==> src/rtl/ocu_pkg.sv <==
package ocu_pkg;
   typedef enum logic [1:0] {
      WK_PLAIN = 2'd0,
      WK_FAST  = 2'd1,
      WK_PHASE = 2'd2
   } wave_kind_e;

   function automatic wave_kind_e kind_of(input logic [2:0] mode);
      case (mode[1:0])
         2'b11:   kind_of = WK_FAST;
         2'b01:   kind_of = WK_PHASE;
         default: kind_of = WK_PLAIN;
      endcase
   endfunction
endpackage

==> src/rtl/ocu_mode_decode.sv <==
module ocu_mode_decode
   import ocu_pkg::*;
(
   input  logic [2:0]  wave_mode,
   output wave_kind_e  kind,
   output logic        alt_toggle
);
   always_comb begin
      kind       = kind_of(wave_mode);
      alt_toggle = wave_mode[2];
   end
endmodule

==> src/rtl/ocu_channel.sv <==
module ocu_channel
   import ocu_pkg::*;
#(
   parameter int CNT_W      = 8,
   parameter bit HAS_ALT_01 = 1'b1
) (
   input  logic             clk,
   input  logic             rst_n,
   input  wave_kind_e       kind,
   input  logic             alt_toggle,
   input  logic             count_down,
   input  logic             at_top,
   input  logic [CNT_W-1:0] top_val,
   input  logic [CNT_W-1:0] cmp_val,
   input  logic             match,
   input  logic             force_cmp,
   input  logic [1:0]       code,
   output logic             pin_o,
   output logic             oe_o
);
   logic alt_ok;
   logic connected;
   logic toggle_pwm;
   logic top_eq;
   logic pin_nxt;

   generate
      if (HAS_ALT_01) begin : g_alt
         assign alt_ok = alt_toggle;
      end else begin : g_noalt
         assign alt_ok = 1'b0;
      end
   endgenerate

   assign top_eq     = (cmp_val == top_val);
   assign toggle_pwm = (code == 2'b01) && alt_ok;

   always_comb begin
      if (kind == WK_PLAIN) connected = (code != 2'b00);
      else                  connected = code[1] | toggle_pwm;
   end

   always_comb begin
      pin_nxt = pin_o;
      unique case (kind)
         WK_FAST: begin
            if (code[1]) begin
               if (at_top)               pin_nxt = ~code[0];
               else if (match && !top_eq) pin_nxt = code[0];
            end else if (toggle_pwm && match) begin
               pin_nxt = ~pin_o;
            end
         end
         WK_PHASE: begin
            if (code[1]) begin
               if (top_eq) begin
                  if (at_top) pin_nxt = ~code[0];
               end else if (match) begin
                  pin_nxt = code[0] ^ count_down;
               end
            end else if (toggle_pwm && match) begin
               pin_nxt = ~pin_o;
            end
         end
         default: begin
            if (match || force_cmp) begin
               case (code)
                  2'b01:   pin_nxt = ~pin_o;
                  2'b10:   pin_nxt = 1'b0;
                  2'b11:   pin_nxt = 1'b1;
                  default: pin_nxt = pin_o;
               endcase
            end
         end
      endcase
   end

   always_ff @(posedge clk or negedge rst_n) begin
      if (!rst_n) begin
         pin_o <= 1'b0;
         oe_o  <= 1'b0;
      end else begin
         pin_o <= pin_nxt;
         oe_o  <= connected;
      end
   end

   AST_CODE0_OFF: assert property (@(posedge clk) disable iff (!rst_n)
      (code == 2'b00) |=> !oe_o);
   AST_CODE0_HOLD: assert property (@(posedge clk) disable iff (!rst_n)
      (code == 2'b00) |=> (pin_o == $past(pin_o)));
   AST_PWM_FORCE_QUIET: assert property (@(posedge clk) disable iff (!rst_n)
      (kind != WK_PLAIN && !match && !at_top) |=> (pin_o == $past(pin_o)));
   AST_FAST_TOP_LEVEL: assert property (@(posedge clk) disable iff (!rst_n)
      (kind == WK_FAST && code[1] && at_top) |=> (pin_o == !$past(code[0])));
   AST_PLAIN_ONE_TOGGLE: assert property (@(posedge clk) disable iff (!rst_n)
      (kind == WK_PLAIN && code == 2'b01 && match && force_cmp) |=> (pin_o != $past(pin_o)));
   AST_TOPEQ_MATCH_IGNORED: assert property (@(posedge clk) disable iff (!rst_n)
      (kind != WK_PLAIN && code[1] && top_eq && match && !at_top) |=> (pin_o == $past(pin_o)));
endmodule

==> src/rtl/ocu_wave_out.sv <==
module ocu_wave_out
   import ocu_pkg::*;
#(
   parameter int CNT_W = 8
) (
   input  logic             clk,
   input  logic             rst_n,
   input  logic [2:0]       wave_mode,
   input  logic             count_down,
   input  logic             at_top,
   input  logic [CNT_W-1:0] top_val,
   input  logic [CNT_W-1:0] cmp_a,
   input  logic [CNT_W-1:0] cmp_b,
   input  logic             match_a,
   input  logic             match_b,
   input  logic             force_a,
   input  logic             force_b,
   input  logic [1:0]       code_a,
   input  logic [1:0]       code_b,
   output logic             pin_a,
   output logic             pin_b,
   output logic             oe_a,
   output logic             oe_b
);
   generate
      if (CNT_W < 2) begin : g_bad_width
         $error("ocu_wave_out: CNT_W must be at least 2");
      end
   endgenerate

   wave_kind_e kind;
   logic       alt_toggle;

   ocu_mode_decode u_dec (
      .wave_mode  (wave_mode),
      .kind       (kind),
      .alt_toggle (alt_toggle)
   );

   ocu_channel #(.CNT_W(CNT_W), .HAS_ALT_01(1'b1)) u_chan_a (
      .clk        (clk),
      .rst_n      (rst_n),
      .kind       (kind),
      .alt_toggle (alt_toggle),
      .count_down (count_down),
      .at_top     (at_top),
      .top_val    (top_val),
      .cmp_val    (cmp_a),
      .match      (match_a),
      .force_cmp  (force_a),
      .code       (code_a),
      .pin_o      (pin_a),
      .oe_o       (oe_a)
   );

   ocu_channel #(.CNT_W(CNT_W), .HAS_ALT_01(1'b0)) u_chan_b (
      .clk        (clk),
      .rst_n      (rst_n),
      .kind       (kind),
      .alt_toggle (alt_toggle),
      .count_down (count_down),
      .at_top     (at_top),
      .top_val    (top_val),
      .cmp_val    (cmp_b),
      .match      (match_b),
      .force_cmp  (force_b),
      .code       (code_b),
      .pin_o      (pin_b),
      .oe_o       (oe_b)
   );

   AST_B01_PWM_OFF: assert property (@(posedge clk) disable iff (!rst_n)
      (wave_mode[1:0] != 2'b00 && wave_mode[1:0] != 2'b10 && code_b == 2'b01) |=> !oe_b);
   AST_A01_PWM_ON: assert property (@(posedge clk) disable iff (!rst_n)
      (wave_mode[1:0] == 2'b11 && wave_mode[2] && code_a == 2'b01) |=> oe_a);
endmodule

==> config.mk <==
export PLATFORM = sky130hd
export DESIGN_NAME = ocu_wave_out
export DESIGN_NICKNAME = d
export VERILOG_FILES = /design/src/rtl/ocu_pkg.sv /design/src/rtl/ocu_mode_decode.sv /design/src/rtl/ocu_channel.sv /design/src/rtl/ocu_wave_out.sv
export SDC_FILE = /design/constraint.sdc
export NUM_CORES = 1
export LEC_CHECK = 0
export BUFFER_PORTS_ARGS = -buffer_cell sky130_fd_sc_hd__buf_2
export CAP_MARGIN = 20
export CORE_UTILIZATION = 30
export CTS_CLUSTER_SIZE = 20
export DETAILED_ROUTE_END_ITERATION = 7
export PLACE_DENSITY_LB_ADDON = 0.15
export SYNTH_ARGS = -nofsm -noshare
export SYNTH_HDL_FRONTEND = slang
export SYNTH_HIERARCHICAL = 1
export SYNTH_SLANG_ARGS = --single-unit
export TNS_END_PERCENT = 5
==> constraint.sdc <==
create_clock -name clk -period 1.37 [get_ports clk]
set_input_delay 0.2055 -clock clk [delete_from_list [all_inputs] [get_ports clk]]
set_output_delay 0.2055 -clock clk [all_outputs]
set_load 0.02 [all_outputs]
==> PnR_summary.wiki <==
{| class="wikitable"
! Metric !! Value
|-
| Status || complete, but fails checks
|-
| Failing checks || setup timing
|-
| Placement row count || 17
|-
| Num CTS Buffers || 3
|-
| Width of the die || 50.84 um
|-
| Clock Pin Slew Worst Setup and Hold Paths || 0.04 ns
|-
| Post-synthesis register bit count || 4
|-
| Top library cells by usage in the layout, fill and taps aside || buf_2 (41), xor2_1 (19), buf_4 (11)
|-
| Synthesis-to-finish area growth || 57.17%
|-
| Diodes inserted || 0
|-
| Worst-case clock buffer depth || 2
|-
| Worst setup startpoint || top_val[0]
|-
| Count of unique library cells instantiated by Yosys || 32
|-
| Number of I/O pins || 43
|-
| Overflow after GRT || 0
|-
| Filler cells || 221
|-
| H-Tree Level Count || 1
|-
| Master cell of the clock root buffer || clkbuf_4
|-
| Critical path buffers and inverters || 2
|-
| DP Wirelength || 1.531 mm
|-
| Final count of pins violating max slew || 0
|-
| End point of the most critical hold path || u_chan_b/oe_o
|-
| Async set-reset flop share out of synthesis || 100.0%
|-
| Met3 routed WL || 91 um
|-
| Mean post-synth cell area || 8.420 um2
|-
| Post-DP Area || 0.001060 mm2
|-
| Most common cell after layout, fill and taps aside || buf_2
|-
| Largest net degree at the start of global routing || 9
|-
| Maximum achievable frequency || 656.8 MHz
|-
| Share of final-layout standard cells stronger than drive strength 1 || 54.68%
|-
| Type of the tightest min-delay check || input port to flip-flop
|-
| Start point of the worst hold path || code_b[1]
|-
| Largest stage delay, worst path || 0.33 ns
|-
| Yosys Warn Count || 6
|-
| P_leak || 0.5310 nW
|-
| DRC Markers || 0
|-
| Non-filler instance count after layout || 167
|-
| Clock latency at the later pin of the worst-skew pair || 0.23 ns
|-
| Worst-case register-to-register setup slack || 0.14 ns
|-
| Uppermost routed layer || met4
|-
| Final routed wire length divided by cell count || 10.90 um
|-
| Count of nets left with antenna violations after detail routing || 0
|-
| Via Count || 787
|-
| Synthesized instance count || 85
|-
| Total iterations of the first detailed-routing run || 4
|-
| Gpl congestion || 0.7986
|-
| Clock skew after layout || 0 ns
|-
| Hold Crit Depth || 2
|-
| Clock tree from TritonCTS || yes
|-
| CP Data Arrival Time || 1.64 ns
|-
| Max-cap viol count || 0
|-
| Detailed route wirelength on metal2 || 895 um
|-
| Fraction of the cycle the final worst path needs || 111.1%
|-
| Data required time at the worst endpoint || 1.49 ns
|-
| Number of global-route vias before repair || 766
|-
| Number of enable-type register cells in the synthesized netlist || 0
|-
| Final setup viols || 2
|-
| Total Routed Length || 1.820 mm
|-
| Layout Cell Area excl Fill || 0.001125 mm2
|-
| RR Endpoint || u_chan_a/pin_o
|-
| Sinks on the clock net || 4
|-
| Fin. Hold Viols || 0
|-
| I/O Buffers || 42
|-
| Overall track demand over capacity in global routing || 16.04%
|-
| Mapped Area || 715.7 um2
|-
| Kind of capture point of the worst setup path || flip-flop
|-
| Sequential element share of the synthesized area || 13.99%
|-
| Largest driver fanout on the critical path || 3
|-
| Unrepaired setup endpoints after global routing || true
|-
| Cell class contributing the biggest share of worst-path delay || compound AO/OA/AOI/OAI gates
|-
| Initial cell density of the core || 32.04%
|-
| PnR worst setup slack || -0.1524 ns
|-
| Wire length on met1 || 823 um
|-
| Initial antenna violation count || 0
|-
| Cell at the slowest stage of the critical path || nor4_2
|-
| Peak VDD IR || 0.0004949 V
|-
| Detailed router's first-iteration violation count || 11
|-
| Number of nets produced by synthesis || 130
|-
| Worst r2r src || u_chan_a/pin_o
|-
| Cell Pwr Density || 602.1 mW/mm2
|-
| Startpoint kind of the worst setup timing path || input port
|-
| Min Clock Period, post-route || 1.522 ns
|-
| Number of nets in the layout || 186
|-
| Global-route wire length before repair || 3.160 mm
|-
| Actual slew at the worst max-slew pin || 0.3432 ns
|-
| Area of the die || 0.002585 mm2
|-
| Layout Utilization || 50.36%
|-
| Slew headroom || 76.93%
|-
| Critical Path, Cell by Cell || buf_2, xor2_1, nor4_2, buf_4, a211o_2, o311a_1, a31oi_1, o221a_1
|-
| Number of cells on the worst reg-to-reg path || 4
|-
| Count of placed standard cells including taps || 162
|-
| Vertical extent of the die || 50.84 um
|-
| Via/cell ratio || 4.713
|-
| Crit Path Class || input port to flip-flop
|-
| Area of the core || 0.002233 mm2
|-
| Most instantiated flip-flop cell in the synthesis netlist || dfrtp_1
|-
| Worst hold slack after final layout || 0.2251 ns
|}
area by class of cell:
class,instances,area [um2],area share (%)
clock buffers,3,22.52,2.002
inverters,6,22.52,2.002
multi-input cells,72,635.6,56.51
flip-flops and latches,4,100.1,8.899
well taps,28,35.03,3.115
repair buffers,54,309.0,27.47
cells in the mapped netlist (all sizes together) (2+ instances only):
master  instances  area, um2
xor2           19      166.4
nand2           7      26.28
a21oi           6      30.03
ha              6      75.07
inv             6      22.52
dfrtp           4      100.1
nor4            4      58.81
o21ai           4      20.02
buf             3      20.01
nor2            3      11.26
a211o           2      18.77
a21o            2      16.27
mux2i           2      20.02
nand3           2      10.01
xnor2           2      17.52
sequential cells by signal, summed over array words and instances (netlist names):
signal and cells:
u_chan_b/oe_o 1, u_chan_a/pin_o 1, u_chan_b/pin_o 1, u_chan_a/oe_o 1
power breakdown:
group / switching (W) / internal [W]
logic: 0.000188 / 0.000181
registers: 0.0000222 / 0.000141
clock network: 0.0000470 / 0.0000979
what timing repair did:
action	in CTS	in global routing
endpoints found under the hold margin	4	0
endpoints found under the setup margin	2	2
pin swaps	7	9
gates resized for setup	4	2
hold buffers	1	0
buffers inserted	0	1
through the flow:
step / worst slack (ns) / setup TNS [ns] / power, W
6_report: -0.1524 / -0.2507 / 0.0006773
5_1_grt: -0.2096 / -0.4104 / 0.0007368
4_1_cts: -0.1151 / -0.2225 / 0.0006841
3_5_place_dp: -0.3803 / -0.7535 / 0.0005196
3_3_place_gp: -0.3552 / -0.6935 / 0.0005134
2_1_floorplan: -0.1652 / -0.3272 / 0.0003773
cells by family after synthesis:
group / after synthesis / share of synthesized area [%]
buffers and inverters: 9 / 5.943
AND/OR/NAND/NOR: 22 / 20.81
adder cells (fa/ha/maj): 6 / 10.49
XOR/XNOR: 21 / 25.70
multiplexers: 2 / 2.797
AO/OA/AOI/OAI: 21 / 20.28
flip-flops: 4 / 13.99
worst max path at each step:
stage / slack (ns) / cells after the start / endpoint
2_1_floorplan: -0.17 / 9 / u_chan_a/pin_o
3_3_place_gp: -0.36 / 10 / u_chan_b/pin_o
3_5_place_dp: -0.38 / 10 / u_chan_a/pin_o
4_1_cts: -0.12 / 10 / u_chan_a/pin_o
5_1_grt: -0.21 / 10 / u_chan_a/pin_o
6_report: -0.15 / 8 / u_chan_b/pin_o
per-layer routing:
layer	GRT usage, %	vias to the layer above
li1	-	407
met1	19.93	358
met2	27.11	20
met3	2.679	2
met4	6.944	0
met5	0	-
Power figures use the tool's default switching activity.
